**config.mk**
```make
export PLATFORM = sky130hd
export DESIGN_NAME = fpx_status_unit
export DESIGN_NICKNAME = d
export VERILOG_FILES = /design/src/rtl/fpx_pkg.sv /design/src/rtl/fpx_lane_detect.sv /design/src/rtl/fpx_ftz.sv /design/src/rtl/fpx_csr.sv /design/src/rtl/fpx_status_unit.sv
export SDC_FILE = /design/constraint.sdc
export NUM_CORES = 1
export LEC_CHECK = 0
export BUFFER_PORTS_ARGS = -buffer_cell sky130_fd_sc_hd__clkbuf_2
export CORE_AREA = 2 2 137 139
export CTS_CLUSTER_SIZE = 24
export DETAILED_ROUTE_END_ITERATION = 16
export DIE_AREA = 0 0 139 141
export HOLD_SLACK_MARGIN = 0.1
export MAX_ROUTING_LAYER = met4
export PLACE_DENSITY_LB_ADDON = 0.1
export SLEW_MARGIN = 20
export SYNTH_ARGS = -nofsm -noshare
export SYNTH_HDL_FRONTEND = slang
export SYNTH_SLANG_ARGS = --single-unit
```
**constraint.sdc**
```tcl
create_clock -name clk -period 4.25 [get_ports clk]
set_input_delay 0.85 -clock clk [delete_from_list [all_inputs] [get_ports clk]]
set_output_delay 0.85 -clock clk [all_outputs]
set_load 0.005 [all_outputs]
```
**src/rtl/fpx_pkg.sv**
```systemverilog
package fpx_pkg;
  localparam int CSR_W = 32;

  typedef enum logic [2:0] {
    OP_ADD = 3'd0, OP_SUB = 3'd1, OP_MUL = 3'd2, OP_DIV = 3'd3,
    OP_HAS = 3'd4, OP_CVT = 3'd5, OP_NA6 = 3'd6, OP_NA7 = 3'd7
  } op_e;

  typedef enum logic [1:0] {
    CL_ZERO = 2'd0, CL_FIN = 2'd1, CL_INF = 2'd2, CL_NAN = 2'd3
  } cls_e;

  // register bit placement
  localparam int B_DAZ = 6;
  localparam int B_DZF = 2;
  localparam int B_OVF = 3;
  localparam int B_UNF = 4;
  localparam int B_DZM = 9;
  localparam int B_OVM = 10;
  localparam int B_UNM = 11;
  localparam int B_FTZ = 15;
  localparam logic [CSR_W-1:0] CSR_RST = 32'h0000_1F80;

  function automatic logic op_arith(input logic [2:0] op);
    return op <= 3'd5;
  endfunction

  function automatic logic dz_rule(input logic [2:0] op, input logic [1:0] a,
                                   input logic [1:0] b);
    return (op == OP_DIV) && (a == CL_FIN) && (b == CL_ZERO);
  endfunction

  function automatic logic uf_rule(input logic [2:0] op, input logic tiny,
                                   input logic inexact, input logic masked);
    return op_arith(op) && tiny && (!masked || inexact);
  endfunction
endpackage

```
**src/rtl/fpx_lane_detect.sv**
```systemverilog
module fpx_lane_detect
  import fpx_pkg::*;
(
  input  logic       clk,
  input  logic       rst_n,
  input  logic       valid_i,
  input  logic [2:0] op_i,
  input  logic [1:0] cls_a_i,
  input  logic [1:0] cls_b_i,
  input  logic       ovf_i,
  input  logic       tiny_i,
  input  logic       inexact_i,
  input  logic       uf_masked_i,
  output logic       dz_o,
  output logic       of_o,
  output logic       uf_o
);
  always_comb begin
    dz_o = valid_i && dz_rule(op_i, cls_a_i, cls_b_i);
    of_o = valid_i && ovf_i && op_arith(op_i);
    uf_o = valid_i && uf_rule(op_i, tiny_i, inexact_i, uf_masked_i);
  end

  a_r1_dz_needs_zero_divisor: assert property (@(posedge clk) disable iff (!rst_n)
    dz_o |-> (cls_b_i == 2'd0 && op_i == 3'd3));
  a_r2_no_overflow_nonarith: assert property (@(posedge clk) disable iff (!rst_n)
    (op_i[2:1] == 2'b11) |-> !of_o);
  a_r4_masked_uf_inexact: assert property (@(posedge clk) disable iff (!rst_n)
    (uf_o && uf_masked_i) |-> inexact_i);
endmodule

```
**src/rtl/fpx_ftz.sv**
```systemverilog
module fpx_ftz #(
  parameter int RES_W = 64
) (
  input  logic             clk,
  input  logic             rst_n,
  input  logic             flush_i,
  input  logic             dbl_i,
  input  logic             sign_i,
  input  logic [RES_W-1:0] res_i,
  output logic [RES_W-1:0] res_o
);
  localparam int SGL_W = RES_W / 2;

  function automatic logic [RES_W-1:0] signed_zero(input logic dbl, input logic s);
    logic [RES_W-1:0] z;
    z = '0;
    if (dbl) z[RES_W-1] = s;
    else     z[SGL_W-1] = s;
    return z;
  endfunction

  assign res_o = flush_i ? signed_zero(dbl_i, sign_i) : res_i;

  a_r7_flush_single_upper_clear: assert property (@(posedge clk) disable iff (!rst_n)
    (flush_i && !dbl_i) |-> (res_o[RES_W-1:SGL_W] == '0));
  a_r7_flush_at_most_one_bit: assert property (@(posedge clk) disable iff (!rst_n)
    flush_i |-> $onehot0(res_o));
endmodule

```
**src/rtl/fpx_csr.sv**
```systemverilog
module fpx_csr
  import fpx_pkg::*;
(
  input  logic             clk,
  input  logic             rst_n,
  input  logic             we_i,
  input  logic [CSR_W-1:0] wdata_i,
  input  logic             set_dz_i,
  input  logic             set_of_i,
  input  logic             set_uf_i,
  output logic [CSR_W-1:0] q_o
);
  logic [CSR_W-1:0] base, raise;

  always_comb begin
    base = we_i ? wdata_i : q_o;
    raise = '0;
    raise[B_DZF] = set_dz_i;
    raise[B_OVF] = set_of_i;
    raise[B_UNF] = set_uf_i;
  end

  always_ff @(posedge clk or negedge rst_n) begin
    if (!rst_n) q_o <= CSR_RST;
    else        q_o <= base | raise;
  end

  a_r5_flags_sticky: assert property (@(posedge clk) disable iff (!rst_n)
    !we_i |=> ((q_o[4:2] & $past(q_o[4:2])) == $past(q_o[4:2])));
  a_r6_write_lands: assert property (@(posedge clk) disable iff (!rst_n)
    (we_i && !set_dz_i && !set_of_i && !set_uf_i) |=> q_o == $past(wdata_i));
  a_r5_raise_sets: assert property (@(posedge clk) disable iff (!rst_n)
    set_of_i |=> q_o[B_OVF]);
endmodule

```
**src/rtl/fpx_status_unit.sv**
```systemverilog
module fpx_status_unit
  import fpx_pkg::*;
#(
  parameter int LANES = 2,
  parameter int RES_W = 64
) (
  input  logic                   clk,
  input  logic                   rst_n,
  input  logic                   valid_i,
  input  logic [3*LANES-1:0]     op_i,
  input  logic [2*LANES-1:0]     cls_a_i,
  input  logic [2*LANES-1:0]     cls_b_i,
  input  logic [LANES-1:0]       ovf_i,
  input  logic [LANES-1:0]       tiny_i,
  input  logic [LANES-1:0]       inexact_i,
  input  logic [LANES-1:0]       sign_i,
  input  logic [LANES-1:0]       dbl_i,
  input  logic [RES_W*LANES-1:0] res_i,
  output logic [RES_W*LANES-1:0] res_o,
  output logic                   trap_o,
  input  logic                   csr_we_i,
  input  logic [31:0]            csr_wdata_i,
  output logic [31:0]            csr_rdata_o
);
  logic [CSR_W-1:0] csr_q;
  logic [LANES-1:0] dz_l, of_l, uf_l, flush_l;
  logic             any_dz, any_of, any_uf;
  logic             um, ftz;

  assign um  = csr_q[B_UNM];
  assign ftz = csr_q[B_FTZ];

  for (genvar g = 0; g < LANES; g++) begin : g_lane
    fpx_lane_detect u_det (
      .clk(clk), .rst_n(rst_n), .valid_i(valid_i),
      .op_i(op_i[3*g +: 3]), .cls_a_i(cls_a_i[2*g +: 2]), .cls_b_i(cls_b_i[2*g +: 2]),
      .ovf_i(ovf_i[g]), .tiny_i(tiny_i[g]), .inexact_i(inexact_i[g]),
      .uf_masked_i(um), .dz_o(dz_l[g]), .of_o(of_l[g]), .uf_o(uf_l[g])
    );
    assign flush_l[g] = valid_i && tiny_i[g] && um && ftz;
    fpx_ftz #(.RES_W(RES_W)) u_ftz (
      .clk(clk), .rst_n(rst_n), .flush_i(flush_l[g]), .dbl_i(dbl_i[g]),
      .sign_i(sign_i[g]), .res_i(res_i[RES_W*g +: RES_W]),
      .res_o(res_o[RES_W*g +: RES_W])
    );
  end

  assign any_dz = |dz_l;
  assign any_of = |of_l;
  assign any_uf = |uf_l;

  assign trap_o = (any_dz && !csr_q[B_DZM]) || (any_of && !csr_q[B_OVM]) ||
                  (any_uf && !um);

  fpx_csr u_csr (
    .clk(clk), .rst_n(rst_n), .we_i(csr_we_i), .wdata_i(csr_wdata_i),
    .set_dz_i(any_dz), .set_of_i(any_of), .set_uf_i(any_uf), .q_o(csr_q)
  );

  assign csr_rdata_o = csr_q;

  a_r8_trap_needs_valid: assert property (@(posedge clk) disable iff (!rst_n)
    trap_o |-> valid_i);
  a_r8_trap_needs_clear_mask: assert property (@(posedge clk) disable iff (!rst_n)
    trap_o |-> !(csr_q[B_DZM] && csr_q[B_OVM] && csr_q[B_UNM]));
  a_r5_flag_follows_condition: assert property (@(posedge clk) disable iff (!rst_n)
    (valid_i && any_uf) |=> csr_rdata_o[B_UNF]);
endmodule

```
==> flow_summary.yaml, run 1 <==
setup_path:
  critPathRequiredTime_ns: 3.40
  slowest_stage: "nand4_4"
  critical-path-max-stage-delay_ns: 0.54
  end_kind: "output pin"
  start_kind: "input pin"
  critical_path_class: "input pin to output pin"
  cp_common_cell: "clkbuf_2"
  cp_max_fo: 66
  worstPathCellList: "clkbuf_2 -> nand4_4 -> and2_1 -> clkbuf_2"
  crit_arrival_ns: 2.14
global_routing:
  grt_pass1_vias: 2957
  grt_max_degree: 67
  overflow: 0
  gr-usage-all-layers_pct: 11.3
  antenna_found_initial: 0
  grtUsageMet3_pct: 2.89
  met2_usage_pct: 20.1
  grt_pass1_wl_mm: 16.9
  top_usage_layer: "met2"
  use_met1_pct: 13.1
drt:
  post_drt_wl_per_cell_um: 14.2
  vias_per_cell: 3.64
  drt-pass1-iter-count: 4
  ant_nets: 0
  num_vias: 2958
  routed_wl_mm: 11.6
  drtIter0Drc: 70
  drc: 0
timing:
  maxSlewHeadroom_pct: 41.8
  finalSetupViolations: 0
  max_freq_ghz: 0.335
  timing.hold.ws_ns: 0.498
  clock_skew_ns: 0.000171
  fin_tns_setup_ns: 0
  slew_viol_final: 0
  finalCritPeriodShare_pct: 70.3
  period_minus_slack_ns: 2.99
  hold_viol: 0
  rsz0062_at_grt: "no"
  worstMarginPinSlew_ns: 0.873
synth:
  synth-seq-cells: 32
  yosysSeqAreaShare_pct: 33.4
  synthDistinctLibCells: 27
  syn-instance-count: 240
  synth_area_per_cell_um2: 10.1
  ys_warn_count: 0
  netlist_area_mm2: 0.00242
  synthesis.nets: 428
final_layout:
  multi_input_area_mm2: 0.00145
  final_common_cell: "clkbuf_2"
  nets: 765
  fin_cells: 812
  design_area_mm2: 0.00444
  final_cell_mix: "clkbuf_2, and2_1, and2_4"
  regArea_um2: 808
  final_layout_size_suffix_gt1_share_pct: 76.5
  fillCellCount: 2060
  area_delta_synth_final_pct: 83.7
  largest_register_ffs: 32
  top_register: "u_csr.q_o"
  n_antenna_cell: 0
  top_regs: "u_csr.q_o (32)"
clock_tree:
  cts.path.max_buffers: 2
  insertion_delay_ns: 0.27
  clock-sinks: 32
  clockRootBuffer: "clkbuf_16"
  clkTransAtPathRegs_ns: 0.06
  ctsHoldBuffers: 0
  cts_resized: 0
  post_cts_buffers: 0
  htreeDepth: 2
  cts_tree: "done"
  cts_buffers: 5
run_status:
  status: "finished, final reports clean"
power:
  leakage_nw: 2.50
  p_total_mw: 1.08
  p_per_area_mw_per_mm2: 242
  ir_worst_vdd_mv: 0.242
placement:
  io_buffer_count: 348
  placed_cell_area_mm2: 0.00429
  gp_congestion: 0.788
  dp_cells: 804
  hpwl_mm: 10.1
floorplan:
  die_w_um: 139
  coreArea_mm2: 0.0183
  die_area_mm2: 0.0196
  die_y_um: 141
  start_util_pct: 13.2
  core.rowCount: 50
  ioPinCount: 349
min_path:
  hp-class: "register to register"
flow_run:
  drv_cap: 0
[cells by family (layout without fill, tap and decap cells)]
kind of cell	count (synthesis)	count (layout)	synth area share, %
muxes	31	31	14.3
DFF	32	32	33.4
and+or+nand+nor	147	147	42.2
AOI/OAI and AO/OA	11	11	3.00
buffers and inverters	19	357	7.03
[critical path, delay by kind of cell]
| family | cells | cell delay [ns] |
|---|---|---|
| buf+inv | 2 | 0.32 |
| simple gates | 2 | 0.96 |
[power by group]
group	total, mW	internal, mW	switching, mW
sequential	0.359	0.340	0.0191
clock	0.350	0.216	0.135
combinational	0.367	0.222	0.144
[cell type report]
cell class | instances | area share [%]
timing repair buffer | 349 | 39.4
multi-input combinational | 189 | 32.6
sequential | 32 | 18.2
tap | 234 | 6.59
clock buffer | 5 | 2.82
clock inverter | 3 | 0.422
[cell usage after synthesis (all sizes together)]
cell type	number	area share [%]
o21ai	5	1.0
mux2i	2	0.83
mux2	29	13
and2	124	37
o221ai	1	0.62
a21oi	2	0.41
clkbuf	4	0.62
nand3	1	0.21
and3	1	0.31
and4b	2	0.83
a221oi	1	0.36
nor4b	2	0.72
nand2	12	1.9
dfrtp	26	27
nand2b	2	0.52
o21bai	1	0.31
nor2b	1	0.26
a31oi	1	0.26
buf	15	6.4
dfstp	6	6.5
nand4	2	1.0
[per-stage QoR]
stage,worst slack [ns],utilization [%]
after floorplan,1.85,-
after global placement,0.817,23.5
after detailed placement,0.732,23.5
after CTS,0.736,24.3
after global routing,1.01,24.3
final,1.26,24.3
[per-layer routing]
metal | share of wire (%) | wire length (um)
met2 | 53 | 6110
met3 | 7.7 | 893
met5 | 0 | 0
met1 | 38 | 4450
met4 | 0.92 | 106
[worst paths after layout]
kind	end	start	slack [ns]	cells after the start
hold / removal	u_csr.q_o[3]	u_csr.q_o[3]	0.50	2
min in group asynchronous	u_csr.q_o[25]	rst_n	0.66	1
setup reg to reg	u_csr.q_o[4]	u_csr.q_o[4]	3.23	3
setup / recovery	res_o[104]	valid_i	1.26	4
max in group asynchronous	u_csr.q_o[15]	rst_n	3.08	1
hold reg to reg	u_csr.q_o[3]	u_csr.q_o[3]	0.50	2
Power figures use the tool's default switching activity.
==> run 2: changes to the inputs <==
--- a/config.mk
+++ b/config.mk
@@ -5,6 +5,7 @@
 export SDC_FILE = /design/constraint.sdc
 export NUM_CORES = 1
 export LEC_CHECK = 0
+export ABC_AREA = 1
 export BUFFER_PORTS_ARGS = -buffer_cell sky130_fd_sc_hd__clkbuf_2
 export CORE_AREA = 2 2 137 139
 export CTS_CLUSTER_SIZE = 24
==> constraint.sdc (replaced) <==
create_clock -name clk -period 2.6 [get_ports clk]
set_input_delay 0.52 -clock clk [delete_from_list [all_inputs] [get_ports clk]]
set_output_delay 0.52 -clock clk [all_outputs]
set_load 0.005 [all_outputs]
==> run 2 against run 1 <==
  * Clock power grew 64%
  * Non-clock buffer count is 2 higher
  * Final area rose by 3.0%
  * Sequential power rose by 62%
  * Sequential share of layout area fell by 0.53 points
  * Combinational power increased by 60%
  * Wire length is 9.1% higher
  * Global-route usage up 1.2 points
  * Largest cell class unchanged
==> flow_summary.yaml, run 2 <==
floorplan:
  die_y_um: 141
  coreArea_mm2: 0.0183
  die_area_mm2: 0.0196
  core.rowCount: 50
  start_util_pct: 13.5
  die_w_um: 139
  ioPinCount: 349
setup_path:
  r2r-end: "u_csr.q_o[4]"
  slowest_stage: "dfstp_2"
  path_buf_inv: 2
  rr_worst_depth: 3
  critPathRequiredTime_ns: 2.08
  worstPathCellList: "nand2_2 -> nor2_4 -> buf_12 -> nand3_1 -> nand2_1 -> clkbuf_2"
  critical-path-max-stage-delay_ns: 0.57
  start_kind: "register"
  end_kind: "output pin"
  crit_arrival_ns: 1.72
  crit_family: "flip-flops"
  cp_max_fo: 64
  r2r-start: "u_csr.q_o[11]"
  rrSetupSlack_ns: 1.62
  critical_path_class: "register to output pin"
final_layout:
  largest_register_ffs: 32
  final_common_cell: "clkbuf_2"
  fillCellCount: 2112
  final_cell_mix: "clkbuf_2, inv_1, nor2_1"
  top_register: "u_csr.q_o"
  multi_input_area_mm2: 0.00103
  design_area_mm2: 0.00458
  final_layout_size_suffix_gt1_share_pct: 53.5
  top_regs: "u_csr.q_o (32)"
  regArea_um2: 808
  n_antenna_cell: 0
  fin_cells: 967
  nets: 920
  area_delta_synth_final_pct: 85.2
global_routing:
  grt_pass1_wl_mm: 18.4
  antenna_found_initial: 0
  grt_max_degree: 65
  overflow: 0
  gr-usage-all-layers_pct: 12.5
  grt_pass1_vias: 3239
power:
  pwr-share-clk_pct: 32.9
  p_switching_mw: 0.496
  pwr-share-comb_pct: 33.7
  leakage_nw: 3.07
  p_total_mw: 1.74
  p_per_area_mw_per_mm2: 381
  seqPwrFrac_pct: 33.4
  swShare_pct: 28.5
  p_int_mw: 1.25
  ir_worst_vdd_mv: 0.308
clock_tree:
  post_cts_buffers: 0
  cts_tree: "done"
  clkTransAtPathRegs_ns: 0.05
  clockRootBuffer: "clkbuf_16"
  htreeDepth: 2
  cts_resized: 0
  cts_buffers: 5
  insertion_delay_ns: 0.27
  ctsHoldBuffers: 0
  clock-sinks: 32
  cts.path.max_buffers: 2
synth:
  yosysSeqAreaShare_pct: 32.7
  netlist_area_mm2: 0.00247
  ys.flop_type: "dfrtp_1"
  synth-seq-cells: 32
  synthMostInstantiatedCell: "inv_1"
  synth_area_leaders: "dfrtp_1, inv_1, nor2_1"
  ys_warn_count: 0
  synth_area_per_cell_um2: 6.32
  synthDistinctLibCells: 15
  synth-async-reset-ratio_pct: 100
  synth_edf_count: 0
  synth_top_area_cell: "dfrtp_1"
  synth_common_cells: "inv_1, nor2_1, dfrtp_1, mux2_2, nand2_1"
  synthesis.nets: 579
  syn-instance-count: 391
  synth_top_area_share_pct: 26.3
timing:
  slew_viol_final: 0
  clock_skew_ns: 0.0000165
  worstMarginPinSlew_ns: 0.845
  rsz0062_at_grt: "no"
  finalCritPeriodShare_pct: 86.0
  fin_tns_setup_ns: 0
  maxSlewHeadroom_pct: 43.6
  hold_viol: 0
  worst_slack_ns: 0.363
  finalSetupViolations: 0
  max_freq_ghz: 0.447
  period_minus_slack_ns: 2.24
drt:
  wl_met3_um: 890
  highest_layer: "met4"
  num_vias: 3413
  vias_per_cell: 3.53
  post_drt_wl_per_cell_um: 13.0
  wl_met2_mm: 7.09
  drtIter0Drc: 51
  drc: 0
  ant_nets: 0
  wl_met1_mm: 4.44
  routed_wl_mm: 12.6
  drt-pass1-iter-count: 4
run_status:
  status: "finished, final reports clean"
min_path:
  hp-class: "input pin to asynchronous set/reset pin"
placement:
  io_buffer_count: 348
  dp_cells: 959
  hpwl_mm: 11.1
  dp_slack_ns: 0.450
  placed_cell_area_mm2: 0.00443
  gp_congestion: 0.910
flow_run:
  drv_cap: 0
## run 2: worst reg2reg max path, stage by stage (launching register included)
cell and delay, ns:
dfstp_2 0.57, nand2_1 0.08, nand3_1 0.10, o2111ai_1 0.10
## run 2: power groups by stage
stage / Sequential (mW) / Combinational, mW / Clock (mW)
floorplan: 0.593 / 0.223 / 0
global placement: 0.589 / 0.606 / 0
detailed placement: 0.589 / 0.605 / 0
CTS: 0.583 / 0.607 / 0.605
global route: 0.590 / 0.662 / 0.629
finish: 0.582 / 0.587 / 0.575
## run 2: area by class of cell
class	instances	area share [%]
multi-input cells	206	22.5
repair buffers	351	39.1
inverters	136	11.2
clock buffers	8	3.20
well taps	234	6.40
flip-flops and latches	32	17.7
## run 2: cells by family after synthesis
logic type / count (synthesis) / synth area share [%]
AND/OR/NAND/NOR: 170 / 27.3
AO/OA/AOI/OAI: 9 / 2.13
multiplexers: 27 / 12.3
buffers and inverters: 153 / 25.6
flip-flops: 32 / 32.7
## run 2: worst max path at each step
stage | from | endpoint | slack, ns | cells after the start
6_report | u_csr.q_o[11] | res_o[63] | 0.36 | 6
5_1_grt | u_csr.q_o[11] | res_o[63] | 0.18 | 6
4_1_cts | u_csr.q_o[11] | res_o[31] | 0.29 | 6
3_5_place_dp | valid_i | res_o[127] | 0.45 | 7
3_3_place_gp | valid_i | res_o[127] | 0.51 | 7
2_1_floorplan | u_csr.q_o[11] | res_o[10] | 0.99 | 4
## run 2: routing by layer
layer	track usage [%]	vias up
met5	-	-
met4	2.82	0
met3	2.72	13
met2	24.9	158
met1	12.3	1482
li1	-	1760
## run 2: through the flow
| step | hold WS (ns) | util (%) |
|---|---|---|
| final | 0.325 | 25.1 |
| after global routing | 0.401 | 25.1 |
| after CTS | 0.361 | 25.1 |
| after detailed placement | 0.490 | 24.3 |
| after global placement | 0.488 | 24.3 |
| after floorplan | 0.224 | - |
==> run 3: changes to the inputs <==
--- a/config.mk
+++ b/config.mk
@@ -7,14 +7,17 @@
 export LEC_CHECK = 0
 export ABC_AREA = 1
 export BUFFER_PORTS_ARGS = -buffer_cell sky130_fd_sc_hd__clkbuf_2
-export CORE_AREA = 2 2 137 139
+export CELL_PAD_IN_SITES_DETAIL_PLACEMENT = 1
+export CELL_PAD_IN_SITES_GLOBAL_PLACEMENT = 1
+export CORE_AREA = 2 2 135 137
 export CTS_CLUSTER_SIZE = 24
 export DETAILED_ROUTE_END_ITERATION = 16
-export DIE_AREA = 0 0 139 141
+export DIE_AREA = 0 0 137 139
 export HOLD_SLACK_MARGIN = 0.1
 export MAX_ROUTING_LAYER = met4
 export PLACE_DENSITY_LB_ADDON = 0.1
 export SLEW_MARGIN = 20
 export SYNTH_ARGS = -nofsm -noshare
 export SYNTH_HDL_FRONTEND = slang
+export SYNTH_HIERARCHICAL = 1
 export SYNTH_SLANG_ARGS = --single-unit
==> run 3 against run 2 <==
  * Clock skew is 0.0084 ns higher
  * First-iteration DRC count is 76% higher
  * Global-route usage is 2.8 points higher
  * Total power is 0.41% lower
  * Final area is 1.3% higher
  * Critical path type unchanged
  * Largest cell class unchanged
  * Largest power group is now clock
==> flow_summary.yaml, run 3 <==
final_layout:
  final_cell_mix: "clkbuf_2, inv_1, nor2_1"
  n_antenna_cell: 0
  top_register: "u_csr/q_o"
  design_area_mm2: 0.00464
  largest_register_ffs: 32
  top_regs: "u_csr/q_o (32)"
  final_layout_size_suffix_gt1_share_pct: 46.7
  final_common_cell: "clkbuf_2"
  fin_util_pct: 26.3
  fillCellCount: 2370
  nets: 988
  area_delta_synth_final_pct: 77.6
synth:
  yosysSeqAreaShare_pct: 31.0
  synth_common_cells: "inv_1, nor2_1, nand2_1, dfrtp_1, buf_6"
  synth-async-reset-ratio_pct: 100
  synth_top_area_cell: "dfrtp_1"
  netlist_area_mm2: 0.00261
  synthSimpleGateAreaFrac_pct: 39.2
  synth_area_per_cell_um2: 5.65
  synthDistinctLibCells: 16
  synth_top_area_share_pct: 24.9
  muxShareOfSynthArea_pct: 0
  synthXorXnorAreaFrac_pct: 0
  syn-instance-count: 462
  synth_top_family_by_area: "simple AND/OR/NAND/NOR gates"
  synthesis.nets: 650
  ys.flop_type: "dfrtp_1"
  synth_edf_count: 0
  ys_warn_count: 6
  synth_fa_ha_area_share_pct: 0
  synthMostInstantiatedCell: "inv_1"
  synth_compound_area_share_pct: 0.767
  synth-seq-cells: 32
  synth_area_leaders: "dfrtp_1, inv_1, nor2_1"
floorplan:
  ioPinCount: 349
  die_area_mm2: 0.0190
  core.rowCount: 49
  coreArea_mm2: 0.0177
  start_util_pct: 14.8
  die_w_um: 137
  die_y_um: 139
drt:
  drt-pass1-iter-count: 4
  num_vias: 3750
  drc: 0
  vias_per_cell: 3.64
  ant_nets: 0
  post_drt_wl_per_cell_um: 14.4
  routed_wl_mm: 14.9
  drtIter0Drc: 90
global_routing:
  gr-usage-all-layers_pct: 15.3
  grt_max_degree: 66
  grt_pass1_wl_mm: 21.7
  overflow: 0
  grt_pass1_vias: 3845
  antenna_found_initial: 0
placement:
  dp_slack_ns: 0.340
  gp_congestion: 0.890
  io_buffer_count: 348
  placed_cell_area_mm2: 0.00449
  hpwl_mm: 12.9
setup_path:
  crit_path_end: "res_o[38]"
  critical_path_class: "register to output pin"
  crit_arrival_ns: 1.89
  r2r-end: "u_csr/q_o[4]"
  rr_worst_depth: 6
  rrSetupSlack_ns: 1.34
  r2r-start: "u_csr/q_o[11]"
  end_kind: "output pin"
  start_kind: "register"
  crit_path_start: "u_csr/q_o[11]"
  critPathRequiredTime_ns: 2.08
  cp_max_fo: 27
clock_tree:
  cts_buffers: 5
  ctsHoldBuffers: 0
  htreeDepth: 2
  clock-sinks: 32
  post_cts_buffers: 0
  insertion_delay_ns: 0.28
  clockRootBuffer: "clkbuf_16"
  cts_resized: 0
  clkTransAtPathRegs_ns: 0.06
  cts_tree: "done"
  cts.path.max_buffers: 2
power:
  ir_worst_vdd_mv: 0.298
  leakage_nw: 3.35
  p_per_area_mw_per_mm2: 375
min_path:
  hp-class: "input pin to asynchronous set/reset pin"
timing:
  clock_skew_ns: 0.00841
  rsz0062_at_grt: "no"
  maxSlewHeadroom_pct: 42.4
  hold_viol: 0
  max_freq_ghz: 0.415
  period_minus_slack_ns: 2.41
  finalSetupViolations: 0
  worstMarginPinSlew_ns: 0.865
  fin_tns_setup_ns: 0
  worst_slack_ns: 0.191
  slew_viol_final: 0
  finalCritPeriodShare_pct: 92.7
run_status:
  status: "finished, final reports clean"
flow_run:
  drv_cap: 0
==> run 3: kinds of logic (layout without fill, tap and decap cells) <==
group,count (synthesis),after routing
buf+inv,164,503
compound gates,3,3
simple gates,263,263
flops,32,32
==> run 3: worst min-delay path by stage <==
stage / start / end / slack [ns] / cells past startpoint
5_1_grt: csr_wdata_i[10] / u_csr/q_o[10] / 0.42 / 3
4_1_cts: rst_n / u_csr/q_o[19] / 0.38 / 1
2_1_floorplan: rst_n / u_csr/q_o[0] / 0.22 / 0
3_5_place_dp: u_csr/q_o[7] / u_csr/q_o[7] / 0.46 / 2
3_3_place_gp: u_csr/q_o[12] / u_csr/q_o[12] / 0.45 / 2
6_report: rst_n / u_csr/q_o[0] / 0.34 / 1
==> run 3: routing by layer <==
| metal | up-vias | track usage, % | wire [um] |
|---|---|---|---|
| met5 | - | - | 0 |
| met4 | 0 | 4.45 | 367 |
| met3 | 20 | 3.33 | 1190 |
| met2 | 167 | 28.0 | 7780 |
| met1 | 1650 | 16.1 | 5550 |
| li1 | 1913 | - | - |
==> run 3: cell type report <==
class / count / area, um2 / area share (%)
inverters: 143 / 542 / 11.7
multi-input cells: 266 / 1060 / 22.8
clock buffers: 5 / 125 / 2.70
flip-flops and latches: 32 / 808 / 17.4
well taps: 229 / 287 / 6.18
repair buffers: 352 / 1800 / 38.8
clock inverters: 3 / 18.8 / 0.405
==> run 3: where the power goes <==
group          switching (mW)  internal, mW  total [mW]  leakage [nW]
Sequential             0.0286         0.550       0.579         0.377
Combinational           0.291         0.281       0.572          2.90
Clock                   0.233         0.353       0.586        0.0736
Total                   0.552          1.18        1.74          3.35
==> run 3: critical path: stages, from the launching register on <==
cell      delay (ns)
dfstp_2         0.58
nand3_1         0.19
nor2_4          0.28
buf_4           0.33
nor2_1          0.09
clkbuf_2        0.12
==> run 3: stage by stage <==
stage | std cells | hold WS (ns) | power [mW]
after floorplan | 462 | 0.224 | 0.800
after global placement | 1022 | 0.455 | 1.17
after detailed placement | 1022 | 0.457 | 1.18
after CTS | 1030 | 0.377 | 1.79
after global routing | 1030 | 0.419 | 1.88
final | 1030 | 0.340 | 1.74
